File: config.mk
export PLATFORM = sky130hd
export DESIGN_NAME = dsp_cmd_seq
export DESIGN_NICKNAME = d
export VERILOG_FILES = /design/src/rtl/dsp_seq_pkg.sv /design/src/rtl/dsp_us_tick.sv /design/src/rtl/dsp_byte_poll.sv /design/src/rtl/dsp_seq_ctl.sv /design/src/rtl/dsp_cmd_seq.sv
export SDC_FILE = /design/constraint.sdc
export NUM_CORES = 1
export LEC_CHECK = 0
export ABC_AREA = 1
export ABC_CLOCK_PERIOD_IN_PS = 2000
export BUFFER_PORTS_ARGS = -buffer_cell sky130_fd_sc_hd__buf_2
export CAP_MARGIN = 40
export CORE_MARGIN = 3
export CORE_UTILIZATION = 50
export CTS_CLUSTER_DIAMETER = 60
export DETAILED_ROUTE_END_ITERATION = 16
export GPL_ROUTABILITY_DRIVEN = 0
export PLACE_DENSITY = 0.73
export SETUP_SLACK_MARGIN = 0.1
export SLEW_MARGIN = 20
export SYNTH_ARGS = -nofsm -noshare
export SYNTH_HDL_FRONTEND = slang
export SYNTH_SLANG_ARGS = --single-unit
File: constraint.sdc
create_clock -name clk -period 2 [get_ports clk]
set_clock_uncertainty 0.15 [all_clocks]
set_input_delay 0.1 -clock clk [delete_from_list [all_inputs] [get_ports clk]]
set_output_delay 0.1 -clock clk [all_outputs]
set_load 0.02 [all_outputs]
File: src/rtl/dsp_seq_pkg.sv
package dsp_seq_pkg;
  typedef enum logic [2:0] {
    OP_RESET   = 3'd0,
    OP_VERSION = 3'd1,
    OP_RATE    = 3'd2,
    OP_HALT    = 3'd3,
    OP_CONT    = 3'd4,
    OP_XFER    = 3'd5
  } op_e;

  typedef enum logic [2:0] {
    E_OK    = 3'd0,
    E_WR_TO = 3'd1,
    E_RD_TO = 3'd2,
    E_NODET = 3'd3,
    E_IO    = 3'd4,
    E_BADOP = 3'd5
  } err_e;

  typedef enum logic [2:0] {
    S_IDLE,
    S_RHOLD,
    S_RREAD,
    S_WRITE,
    S_READ,
    S_DONE
  } st_e;

  localparam int SLOTS = 4;
  localparam int AW    = 16;
endpackage

File: src/rtl/dsp_us_tick.sv
module dsp_us_tick #(
  parameter int CLK_HZ  = 125_000_000,
  parameter int TICK_HZ = 1_000_000
) (
  input  logic clk,
  input  logic rst_n,
  output logic tick
);
  localparam int DIV = (CLK_HZ / TICK_HZ < 2) ? 2 : CLK_HZ / TICK_HZ;
  localparam int CW  = $clog2(DIV);

  logic [CW-1:0] cnt;

  always_ff @(posedge clk) begin
    if (!rst_n) cnt <= '0;
    else if (cnt == CW'(DIV - 1)) cnt <= '0;
    else cnt <= cnt + 1'b1;
  end

  assign tick = (cnt == CW'(DIV - 1));
endmodule

File: src/rtl/dsp_byte_poll.sv
module dsp_byte_poll #(
  parameter int POLL_MAX = 100,
  parameter int DW       = 8
) (
  input  logic          clk,
  input  logic          rst_n,
  input  logic          go_wr,
  input  logic          go_rd,
  input  logic [DW-1:0] wbyte,
  output logic [DW-1:0] rbyte,
  output logic          ok,
  output logic          tmo,
  input  logic          wr_busy,
  output logic          wr_strobe,
  output logic [DW-1:0] wr_data,
  input  logic          rd_ready,
  output logic          rd_strobe,
  input  logic [DW-1:0] rd_data
);
  localparam int CW = $clog2(POLL_MAX + 1);

  logic [CW-1:0] tries;
  logic          last, rd_sel, miss;

  always_comb begin
    rd_sel    = go_rd && !go_wr;
    last      = (tries == CW'(POLL_MAX - 1));
    wr_strobe = go_wr && !wr_busy;
    rd_strobe = rd_sel && rd_ready;
    ok        = wr_strobe || rd_strobe;
    miss      = (go_wr && wr_busy) || (rd_sel && !rd_ready);
    tmo       = miss && last;
    wr_data   = wbyte;
    rbyte     = rd_data;
  end

  always_ff @(posedge clk) begin
    if (!rst_n) tries <= '0;
    else if (!(go_wr || go_rd) || ok || tmo) tries <= '0;
    else tries <= tries + 1'b1;
  end
endmodule

File: src/rtl/dsp_seq_ctl.sv
module dsp_seq_ctl
  import dsp_seq_pkg::*;
#(
  parameter int         RST_US  = 3,
  parameter int         CNT_W   = 16,
  parameter logic [7:0] MAGIC   = 8'hAA,
  parameter logic [7:0] VER_OP  = 8'hE1,
  parameter logic [7:0] TC_OP   = 8'h40,
  parameter logic [7:0] LSO_OP  = 8'h14,
  parameter logic [7:0] LSI_OP  = 8'h24,
  parameter logic [7:0] BLK_OP  = 8'h48,
  parameter logic [7:0] HSO_OP  = 8'h91,
  parameter logic [7:0] HSI_OP  = 8'h99,
  parameter logic [7:0] HALT_OP = 8'hD0,
  parameter logic [7:0] CONT_OP = 8'hD4
) (
  input  logic             clk,
  input  logic             rst_n,
  input  logic             tick,
  input  logic             req_valid,
  output logic             req_ready,
  input  logic [2:0]       req_op,
  input  logic [AW-1:0]    req_arg,
  input  logic             req_dir,
  input  logic             req_hs,
  input  logic             irq_in,
  output logic             stat_ack,
  output logic             go_wr,
  output logic             go_rd,
  output logic [7:0]       wbyte,
  input  logic             ok,
  input  logic             tmo,
  input  logic [7:0]       rbyte,
  output logic             dsp_rst,
  output logic             done,
  output logic [2:0]       err_code,
  output logic [AW-1:0]    result,
  output logic             locked,
  output logic [CNT_W-1:0] wr_err_cnt,
  output logic [CNT_W-1:0] rd_err_cnt
);
  localparam int TW = $clog2(RST_US + 1) + 1;
  localparam int IW = $clog2(SLOTS);

  st_e                   state;
  err_e                  err_q;
  logic [SLOTS-1:0][7:0] wq;
  logic [IW:0]           wn;
  logic [IW-1:0]         wi;
  logic [1:0]            rn, ri;
  logic [TW-1:0]         tcnt;
  logic                  is_xfer, hs_pend, fail_io;
  logic [AW-1:0]         cm1;
  logic                  take, last_wr;

  assign cm1       = req_arg - 1'b1;
  assign req_ready = (state == S_IDLE);
  assign take      = req_valid && req_ready;
  assign last_wr   = ({1'b0, wi} == wn - 1'b1);
  assign dsp_rst   = (state == S_RHOLD);
  assign go_wr     = (state == S_WRITE);
  assign go_rd     = (state == S_RREAD) || (state == S_READ);
  assign wbyte     = wq[wi];
  assign done      = (state == S_DONE);
  assign err_code  = err_q;

  always_ff @(posedge clk) begin
    if (!rst_n) begin
      state      <= S_IDLE;
      err_q      <= E_OK;
      wq         <= '0;
      wn         <= '0;
      wi         <= '0;
      rn         <= '0;
      ri         <= '0;
      tcnt       <= '0;
      is_xfer    <= 1'b0;
      hs_pend    <= 1'b0;
      fail_io    <= 1'b0;
      result     <= '0;
      locked     <= 1'b0;
      stat_ack   <= 1'b0;
      wr_err_cnt <= '0;
      rd_err_cnt <= '0;
    end else begin
      stat_ack <= irq_in;
      unique case (state)
        S_IDLE: if (take) begin
          err_q   <= E_OK;
          result  <= '0;
          wi      <= '0;
          ri      <= '0;
          rn      <= '0;
          tcnt    <= '0;
          is_xfer <= 1'b0;
          hs_pend <= 1'b0;
          fail_io <= 1'b0;
          state   <= S_WRITE;
          case (req_op)
            OP_RESET: state <= S_RHOLD;
            OP_VERSION: begin
              wq[0] <= VER_OP;
              wn    <= 1;
              rn    <= 2'd2;
            end
            OP_RATE: begin
              wq[0] <= TC_OP;
              wq[1] <= req_arg[7:0];
              wn    <= 2;
            end
            OP_HALT: begin
              if (locked) state <= S_RHOLD;
              wq[0] <= HALT_OP;
              wn    <= 1;
            end
            OP_CONT: begin
              wq[0] <= CONT_OP;
              wn    <= 1;
            end
            OP_XFER: begin
              is_xfer <= 1'b1;
              hs_pend <= req_hs;
              if (req_hs) begin
                wq[0] <= BLK_OP;
                wq[1] <= cm1[7:0];
                wq[2] <= cm1[15:8];
                wq[3] <= req_dir ? HSI_OP : HSO_OP;
                wn    <= 4;
              end else begin
                wq[0] <= req_dir ? LSI_OP : LSO_OP;
                wq[1] <= cm1[7:0];
                wq[2] <= cm1[15:8];
                wn    <= 3;
              end
            end
            default: begin
              err_q <= E_BADOP;
              state <= S_DONE;
            end
          endcase
        end
        S_RHOLD: if (tick) begin
          if (tcnt == TW'(RST_US)) state <= S_RREAD;
          else tcnt <= tcnt + 1'b1;
        end
        S_RREAD: begin
          if (ok) begin
            locked <= 1'b0;
            if (fail_io) err_q <= E_IO;
            else if (rbyte != MAGIC) err_q <= E_NODET;
            state <= S_DONE;
          end else if (tmo) begin
            locked     <= 1'b0;
            rd_err_cnt <= rd_err_cnt + 1'b1;
            err_q      <= fail_io ? E_IO : E_RD_TO;
            state      <= S_DONE;
          end
        end
        S_WRITE: begin
          if (ok) begin
            if (last_wr) begin
              if (rn != 2'd0) state <= S_READ;
              else begin
                state <= S_DONE;
                if (hs_pend) locked <= 1'b1;
              end
            end else wi <= wi + 1'b1;
          end else if (tmo) begin
            wr_err_cnt <= wr_err_cnt + 1'b1;
            if (is_xfer) begin
              fail_io <= 1'b1;
              tcnt    <= '0;
              state   <= S_RHOLD;
            end else begin
              err_q <= E_WR_TO;
              state <= S_DONE;
            end
          end
        end
        S_READ: begin
          if (ok) begin
            result <= {result[7:0], rbyte};
            if (ri == rn - 1'b1) state <= S_DONE;
            else ri <= ri + 1'b1;
          end else if (tmo) begin
            rd_err_cnt <= rd_err_cnt + 1'b1;
            err_q      <= E_RD_TO;
            result     <= '0;
            state      <= S_DONE;
          end
        end
        S_DONE: state <= S_IDLE;
        default: state <= S_IDLE;
      endcase
      if (irq_in) locked <= 1'b0;
    end
  end
endmodule

File: src/rtl/dsp_cmd_seq.sv
module dsp_cmd_seq #(
  parameter int         CLK_HZ   = 125_000_000,
  parameter int         POLL_MAX = 100,
  parameter int         RST_US   = 3,
  parameter int         CNT_W    = 16,
  parameter logic [7:0] MAGIC    = 8'hAA,
  parameter logic [7:0] VER_OP   = 8'hE1,
  parameter logic [7:0] TC_OP    = 8'h40,
  parameter logic [7:0] LSO_OP   = 8'h14,
  parameter logic [7:0] LSI_OP   = 8'h24,
  parameter logic [7:0] BLK_OP   = 8'h48,
  parameter logic [7:0] HSO_OP   = 8'h91,
  parameter logic [7:0] HSI_OP   = 8'h99,
  parameter logic [7:0] HALT_OP  = 8'hD0,
  parameter logic [7:0] CONT_OP  = 8'hD4
) (
  input  logic             clk,
  input  logic             rst_n,
  input  logic             req_valid,
  output logic             req_ready,
  input  logic [2:0]       req_op,
  input  logic [15:0]      req_arg,
  input  logic             req_dir,
  input  logic             req_hs,
  output logic             done,
  output logic [2:0]       err_code,
  output logic [15:0]      result,
  output logic             locked,
  input  logic             irq_in,
  output logic             stat_ack,
  output logic             dsp_rst,
  input  logic             wr_busy,
  output logic             wr_strobe,
  output logic [7:0]       wr_data,
  input  logic             rd_ready,
  output logic             rd_strobe,
  input  logic [7:0]       rd_data,
  output logic [CNT_W-1:0] wr_err_cnt,
  output logic [CNT_W-1:0] rd_err_cnt
);
  logic       tick, go_wr, go_rd, ok, tmo;
  logic [7:0] wbyte, rbyte;

  dsp_us_tick #(.CLK_HZ(CLK_HZ), .TICK_HZ(1_000_000)) u_tick (
    .clk(clk), .rst_n(rst_n), .tick(tick)
  );

  dsp_byte_poll #(.POLL_MAX(POLL_MAX), .DW(8)) u_poll (
    .clk(clk), .rst_n(rst_n), .go_wr(go_wr), .go_rd(go_rd),
    .wbyte(wbyte), .rbyte(rbyte), .ok(ok), .tmo(tmo),
    .wr_busy(wr_busy), .wr_strobe(wr_strobe), .wr_data(wr_data),
    .rd_ready(rd_ready), .rd_strobe(rd_strobe), .rd_data(rd_data)
  );

  dsp_seq_ctl #(
    .RST_US(RST_US), .CNT_W(CNT_W), .MAGIC(MAGIC), .VER_OP(VER_OP),
    .TC_OP(TC_OP), .LSO_OP(LSO_OP), .LSI_OP(LSI_OP), .BLK_OP(BLK_OP),
    .HSO_OP(HSO_OP), .HSI_OP(HSI_OP), .HALT_OP(HALT_OP), .CONT_OP(CONT_OP)
  ) u_ctl (
    .clk(clk), .rst_n(rst_n), .tick(tick),
    .req_valid(req_valid), .req_ready(req_ready), .req_op(req_op),
    .req_arg(req_arg), .req_dir(req_dir), .req_hs(req_hs),
    .irq_in(irq_in), .stat_ack(stat_ack),
    .go_wr(go_wr), .go_rd(go_rd), .wbyte(wbyte), .ok(ok), .tmo(tmo),
    .rbyte(rbyte), .dsp_rst(dsp_rst), .done(done), .err_code(err_code),
    .result(result), .locked(locked),
    .wr_err_cnt(wr_err_cnt), .rd_err_cnt(rd_err_cnt)
  );
endmodule

==> impl_metrics.yaml, run 1 <==
yosys:
  yosysUniqueCellTypes: 48
  synth_top_cell_by_area: "dfxtp_1"
  synth_compound_area_frac: 0.152
  yosys.area_share.simple: 0.330
  synthMuxAreaShare: 0
  synth_top_cell_area_share: 0.390
  synth_fp_nets: 857
  syn_area_per_cell_um2: 6.87
  synthAdderAreaFrac: 0.0201
  synth-seq-cells: 109
  synth_xor_area_frac: 0.0298
  synth_ff_type: "dfxtp_1"
  synth_seq_area_share: 0.390
  syn-cell-area_um2: 5590
  async_flop_share: 0
  yosysWarnings: 0
  synth_top_family_by_area: "simple AND/OR/NAND/NOR gates"
  synth_edf_count: 0
  synth_cells: 813
  ys_top_cells_by_area: "dfxtp_1 39%, nand2_1 13%, nor2_1 7.9%"
placed_design:
  dpl.cell_count: 1049
  dp_hpwl_um: 10600
  pre_cts_slack_ns: 0.0370
  io_buffers: 100
  placed_area_um2: 6320
timing:
  hold_slack_ns: 0.0263
  finalCritPeriodShare: 0.909
  finalCriticalPeriod_ns: 1.82
  slew_headroom: 0.693
  grt_setup_unrepaired: "true"
  setup_viol: 0
  tightest_slew_ns: 0.461
  drv_slew: 0
  setup_tns_ns: 0
  setup_slack_ns: 0.182
  hold_violations: 0
  fmax_mhz: 550
die:
  initial_utilization: 0.527
  rows: 37
  die-height_um: 112
  ios: 101
  dieArea_um2: 12500
  core_area_um2: 10600
  fp.dieW_um: 112
routing:
  via_count: 5707
  avgViaCountPerCell: 5.21
  ant_nets: 0
  route.detailed.wl_per_inst_um: 13.1
  routed_wirelength_um: 14300
  drc: 0
  drt_first_iter_violations: 438
  drt_first_pass_iters: 7
cells_and_area:
  final_cells: 1095
  post-route-util: 0.660
  nets: 1001
  antenna_cells: 0
  area_growth_pct: 25.2
  drive_gt1_frac: 0.214
  final_area_um2: 7000
global_routing:
  grt_pass1_wl_um: 24400
  use_met1: 0.291
  grt_overflow_total: 0
  grt_pass1_vias: 5460
  use_met2: 0.406
  antenna_found_initial: 0
  use_met3: 0.0424
  grt_max_degree: 49
  top_usage_layer: "met2"
  track_usage: 0.230
run_status:
  status: "finished clean"
critical_path:
  startpoint: "u_poll.tries[0]$_SDFF_PP0_"
  crit_required_ns: 2.10
  worstReg2RegStart: "u_poll.tries[0]$_SDFF_PP0_"
  path_class: "flop to flop"
  path_max_fanout: 6
  crit_arrival_ns: 1.92
  start_kind: "flop"
  worstSetupEndpointType: "flop"
pwr:
  peakVddDrop_mv: 0.627
  p_leak_nw: 2.96
  powerDensity_nw_per_um2: 871
  finalPower_mw: 6.09
clocking:
  path_clk_slew_ns: 0.09
  cts-htree-levels: 3
  insertion_delay_ns: 0.36
  cts.sinks: 109
  clockRootBuffer: "clkbuf_8"
  cts_buffer_depth: 2
  cts_buffers: 9
  cts_tree: "done"
job:
  cap_viol_max_count: 0
worst_hold_path:
  holdCritPathClass: "primary input to flop"
  hp-start: "req_arg[4]"
[sequential cells by signal, summed over array words and instances, names as in the netlist, 3 cells and up]
| register | cells |
|---|---|
| u_ctl.err_code | 3 |
| u_ctl.wq | 25 |
| u_ctl.rd_err_cnt | 16 |
| u_ctl.result | 16 |
| u_ctl.state | 3 |
| u_ctl.wn | 3 |
| u_tick.cnt | 7 |
| u_poll.tries | 7 |
| u_ctl.tcnt | 3 |
| u_ctl.wr_err_cnt | 16 |
[what timing repair did]
action / 4_1_cts / 5_1_grt
hold buffers: 26 / 0
pin swaps: 2 / 9
hold endpoints to repair: 33 / 0
gates resized for setup: 7 / 56
buffers inserted: 3 / 4
setup endpoints to repair: 18 / 68
[layout make-up]
class / instances / area (um^2)
well taps: 136 / 170
flip-flops and latches: 109 / 2200
repair buffers: 150 / 981
fillers: 934 / 3600
inverters: 94 / 370
multi-input cells: 593 / 3070
clock inverters: 2 / 60.1
clock buffers: 11 / 141
[critical path, stage by stage, from the launching register on]
cell and delay [ns]:
dfxtp_2 0.35, ha_2 0.20, nand2_1 0.09, nor2_4 0.18, nand2_8 0.09, nor2_4 0.23
buf_6 0.16, nand2_1 0.06, o21ai_1 0.14, a21oi_1 0.06
[routing by layer]
layer  vias to the layer above  share of wire  wire (um)
li1                       2940              -          -
met5                         -              0          0
met1                      2585           0.45       6370
met3                        18          0.054        769
met4                         0          0.014        198
met2                       164           0.49       6970
[layout by cell type, fill, tap and decap left out, drive strengths merged, types with 2 or more instances in the layout]
master and n:
nand4 16, nor3b 2, bufinv 2, nand3b 3, a21boi 2, xnor2 9, buf 124, dfxtp 109
nor3 19, a21oi 68, o21bai 3, dlygate4sd3 26, a22oi 3, o21ai 45, o21a 6, xor2 10
a31oi 9, clkbuf 11, nor2 127, ha 9, nand3 42, or2 3, nand2 200, o211ai 4
o31ai 2, inv 94, o2111ai 2
[cell usage after synthesis, types with 2 or more instances]
cell and instances:
xnor2_1 9, nand2_1 188, nor2_2 5, nor3_1 19, dfxtp_1 109, nand2_4 3, a21oi_2 2, o21ai_0 45
buf_2 3, a22oi_1 3, nor3b_1 2, clkbuf_1 11, inv_1 88, nand4_1 15, a21oi_1 66, o2111ai_1 2
nand2_2 8, nor2_1 117, o21bai_1 2, or2_2 3, nor2_4 5, ha_1 9, o211ai_1 4, xor2_1 10
a31oi_1 9, a21boi_0 2, inv_2 5, nand3b_1 3, nand3_1 41, o31ai_1 2, o21a_1 6
[cells by family after synthesis]
logic type | Yosys count
adders and majority gates | 9
DFF | 109
buffers and inverters | 111
xor gates and xnor gates | 19
AOI/OAI and AO/OA | 149
and+or+nand+nor | 416
[path summary, 6_finish.rpt]
path | end | slack [ns] | depth (start not counted)
worst max-delay path | u_ctl.rd_err_cnt[6]$_SDFFE_PN0P_ | 0.18 | 9
worst max register to register | u_ctl.rd_err_cnt[6]$_SDFFE_PN0P_ | 0.18 | 9
worst min register to register | u_tick.cnt[4]$_SDFF_PP0_ | 0.32 | 2
worst min-delay path | u_ctl.wq[16]$_SDFFE_PN0P_ | 0.03 | 4
[power by group]
group	total, mW	internal (mW)	switching (mW)
Combinational	2.14	0.807	1.34
Sequential	2.55	2.37	0.184
Clock	1.40	0.721	0.675
(Power assumes the default switching activity.)
==> run 2: changes to the inputs <==
- PLACE_DENSITY: 0.73 -> 0.72
- SYNTH_HIERARCHICAL: not set -> 1
==> impl_metrics.yaml, run 2 <==
run_status:
  status: "complete, but fails checks"
  failed_checks: "negative setup slack"
timing:
  slew_headroom: 0.728
  hold_violations: 0
  setup_viol: 6
  drv_slew: 0
  tightest_slew_ns: 0.405
  setup_tns_ns: -0.0882
  grt_setup_unrepaired: "true"
  fmax_mhz: 494
  setup_slack_ns: -0.0237
  finalCritPeriodShare: 1.01
  finalCriticalPeriod_ns: 2.02
die:
  dieArea_um2: 13200
  rows: 39
  core_area_um2: 11500
  die-height_um: 115
  fp.dieW_um: 115
  initial_utilization: 0.516
  ios: 101
critical_path:
  crit_required_ns: 2.14
  path_max_fanout: 7
  crit_arrival_ns: 2.16
  worstSetupEndpointType: "flop"
  path_class: "flop to flop"
  start_kind: "flop"
clocking:
  cts_buffer_depth: 2
  cts.sinks: 109
  cts-htree-levels: 3
  cts_buffers: 9
  cts_tree: "done"
  clockRootBuffer: "clkbuf_16"
  insertion_delay_ns: 0.35
  path_clk_slew_ns: 0.07
cells_and_area:
  antenna_cells: 0
  area_growth_pct: 33.5
  nets: 1087
  final_area_um2: 7900
  drive_gt1_frac: 0.287
  final_common_cell: "nand2_1"
  largest_reg_flops: 25
  regMostFlops: "u_ctl/wq"
  layout_common_cells: "190 x nand2_1, 106 x nor2_1, 103 x dfxtp_1, 100 x buf_2, 95 x inv_1"
  fillers: 958
yosys:
  synth_top_cell_area_share: 0.369
  synth_seq_area_share: 0.369
  synth_cells: 876
  synth_fp_nets: 920
  synth_ff_type: "dfxtp_1"
  yosysWarnings: 6
  yosysUniqueCellTypes: 46
  synth_top_cell_by_area: "dfxtp_1"
  synth-seq-cells: 109
  ys_top_cells_by_area: "dfxtp_1 37%, nand2_1 13%, nor2_1 7.2%"
  syn-cell-area_um2: 5920
  synth.most_common_cell: "nand2_1"
  async_flop_share: 0
  synth_commonest_cells: "208 x nand2_1, 114 x nor2_1, 109 x dfxtp_1"
  syn_area_per_cell_um2: 6.75
  synth_edf_count: 0
job:
  cap_viol_max_count: 0
routing:
  via_count: 6052
  routed_wirelength_um: 15300
  route.detailed.wl_per_inst_um: 12.9
  ant_nets: 0
  avgViaCountPerCell: 5.09
  drt_first_iter_violations: 395
  drc: 0
  drt_first_pass_iters: 5
worst_hold_path:
  holdCritPathClass: "primary input to flop"
global_routing:
  antenna_found_initial: 0
  grt_pass1_wl_um: 23800
  use_met3: 0.0332
  grt_max_degree: 62
  use_met1: 0.297
  grt_pass1_vias: 5272
  use_met2: 0.363
  grt_overflow_total: 0
  top_usage_layer: "met2"
  track_usage: 0.221
placed_design:
  io_buffers: 100
  dp_hpwl_um: 10700
  pre_cts_slack_ns: -0.112
  placed_area_um2: 6770
pwr:
  powerDensity_nw_per_um2: 842
  p_leak_nw: 3.40
  peakVddDrop_mv: 0.542
## run 2: kinds of logic (layout without fill, tap and decap cells)
group	after synthesis	count (layout)	synth area share
buffers and inverters	147	317	0.111
AND/OR/NAND/NOR	448	449	0.340
XOR/XNOR	20	20	0.0296
flip-flops	109	109	0.369
adder cells (fa/ha/maj)	9	9	0.0190
AO/OA/AOI/OAI	143	143	0.132
## run 2: routing by layer
layer  up-vias  share of wire
met1      2736           0.45
met5         -              0
met3        19          0.048
met2       159           0.48
li1       3138              -
met4         0          0.017
## run 2: power breakdown
part	switching [mW]	internal, mW
logic	1.46	1.07
clock network	0.807	0.843
registers	0.129	2.34
total	2.39	4.26
## run 2: final timing paths
| kind | cells after the start | slack, ns | endpoint | startpoint |
|---|---|---|---|---|
| setup / recovery | 12 | -0.02 | u_ctl/rd_err_cnt[9]$_SDFFE_PN0P_ | u_ctl/state[0]$_SDFFE_PN0P_ |
| hold / removal | 3 | 0.02 | u_ctl/wq[2]$_SDFFE_PN0P_ | req_op[2] |
| setup reg to reg | 12 | -0.02 | u_ctl/rd_err_cnt[9]$_SDFFE_PN0P_ | u_ctl/state[0]$_SDFFE_PN0P_ |
| hold reg to reg | 2 | 0.31 | u_ctl/result[12]$_SDFFE_PN0P_ | u_ctl/result[12]$_SDFFE_PN0P_ |
## run 2: through the flow
step | power (mW) | cells | utilization | hold slack, ns
finish | 6.65 | 1190 | 0.689 | 0.0241
global route | 7.02 | 1190 | 0.689 | 0.0463
CTS | 6.21 | 1169 | 0.645 | 0.0102
detailed placement | 4.48 | 1125 | 0.590 | 0.157
global placement | 4.46 | 1125 | 0.590 | 0.147
floorplan | 3.88 | 876 | - | 0.0435
## run 2: layout make-up
class | count | area (um^2) | share of cell area
multi-input cells | 621 | 3500 | 0.444
flip-flops and latches | 109 | 2200 | 0.278
clock inverters | 5 | 37.5 | 0.00475
well taps | 143 | 179 | 0.0227
repair buffers | 190 | 1300 | 0.165
clock buffers | 10 | 229 | 0.0290
inverters | 112 | 448 | 0.0567
## run 2: worst max-delay path, stage by stage (launching register included)
cell	delay, ns
dfxtp_4	0.37
inv_4	0.06
nand2_1	0.05
nand2_1	0.08
nand2_2	0.09
inv_4	0.10
nand3_4	0.08
a21oi_4	0.16
nand2_4	0.10
nor2_4	0.25
nand3_2	0.13
or2_0	0.22
a21oi_1	0.11
## run 2: what timing repair did
action	in CTS	in global routing
endpoints found under the hold margin	31	0
buffers inserted	2	21
setup endpoints to repair	60	71
hold buffers	27	0
pin swaps	6	29
cloned	0	1
resized for setup	19	95
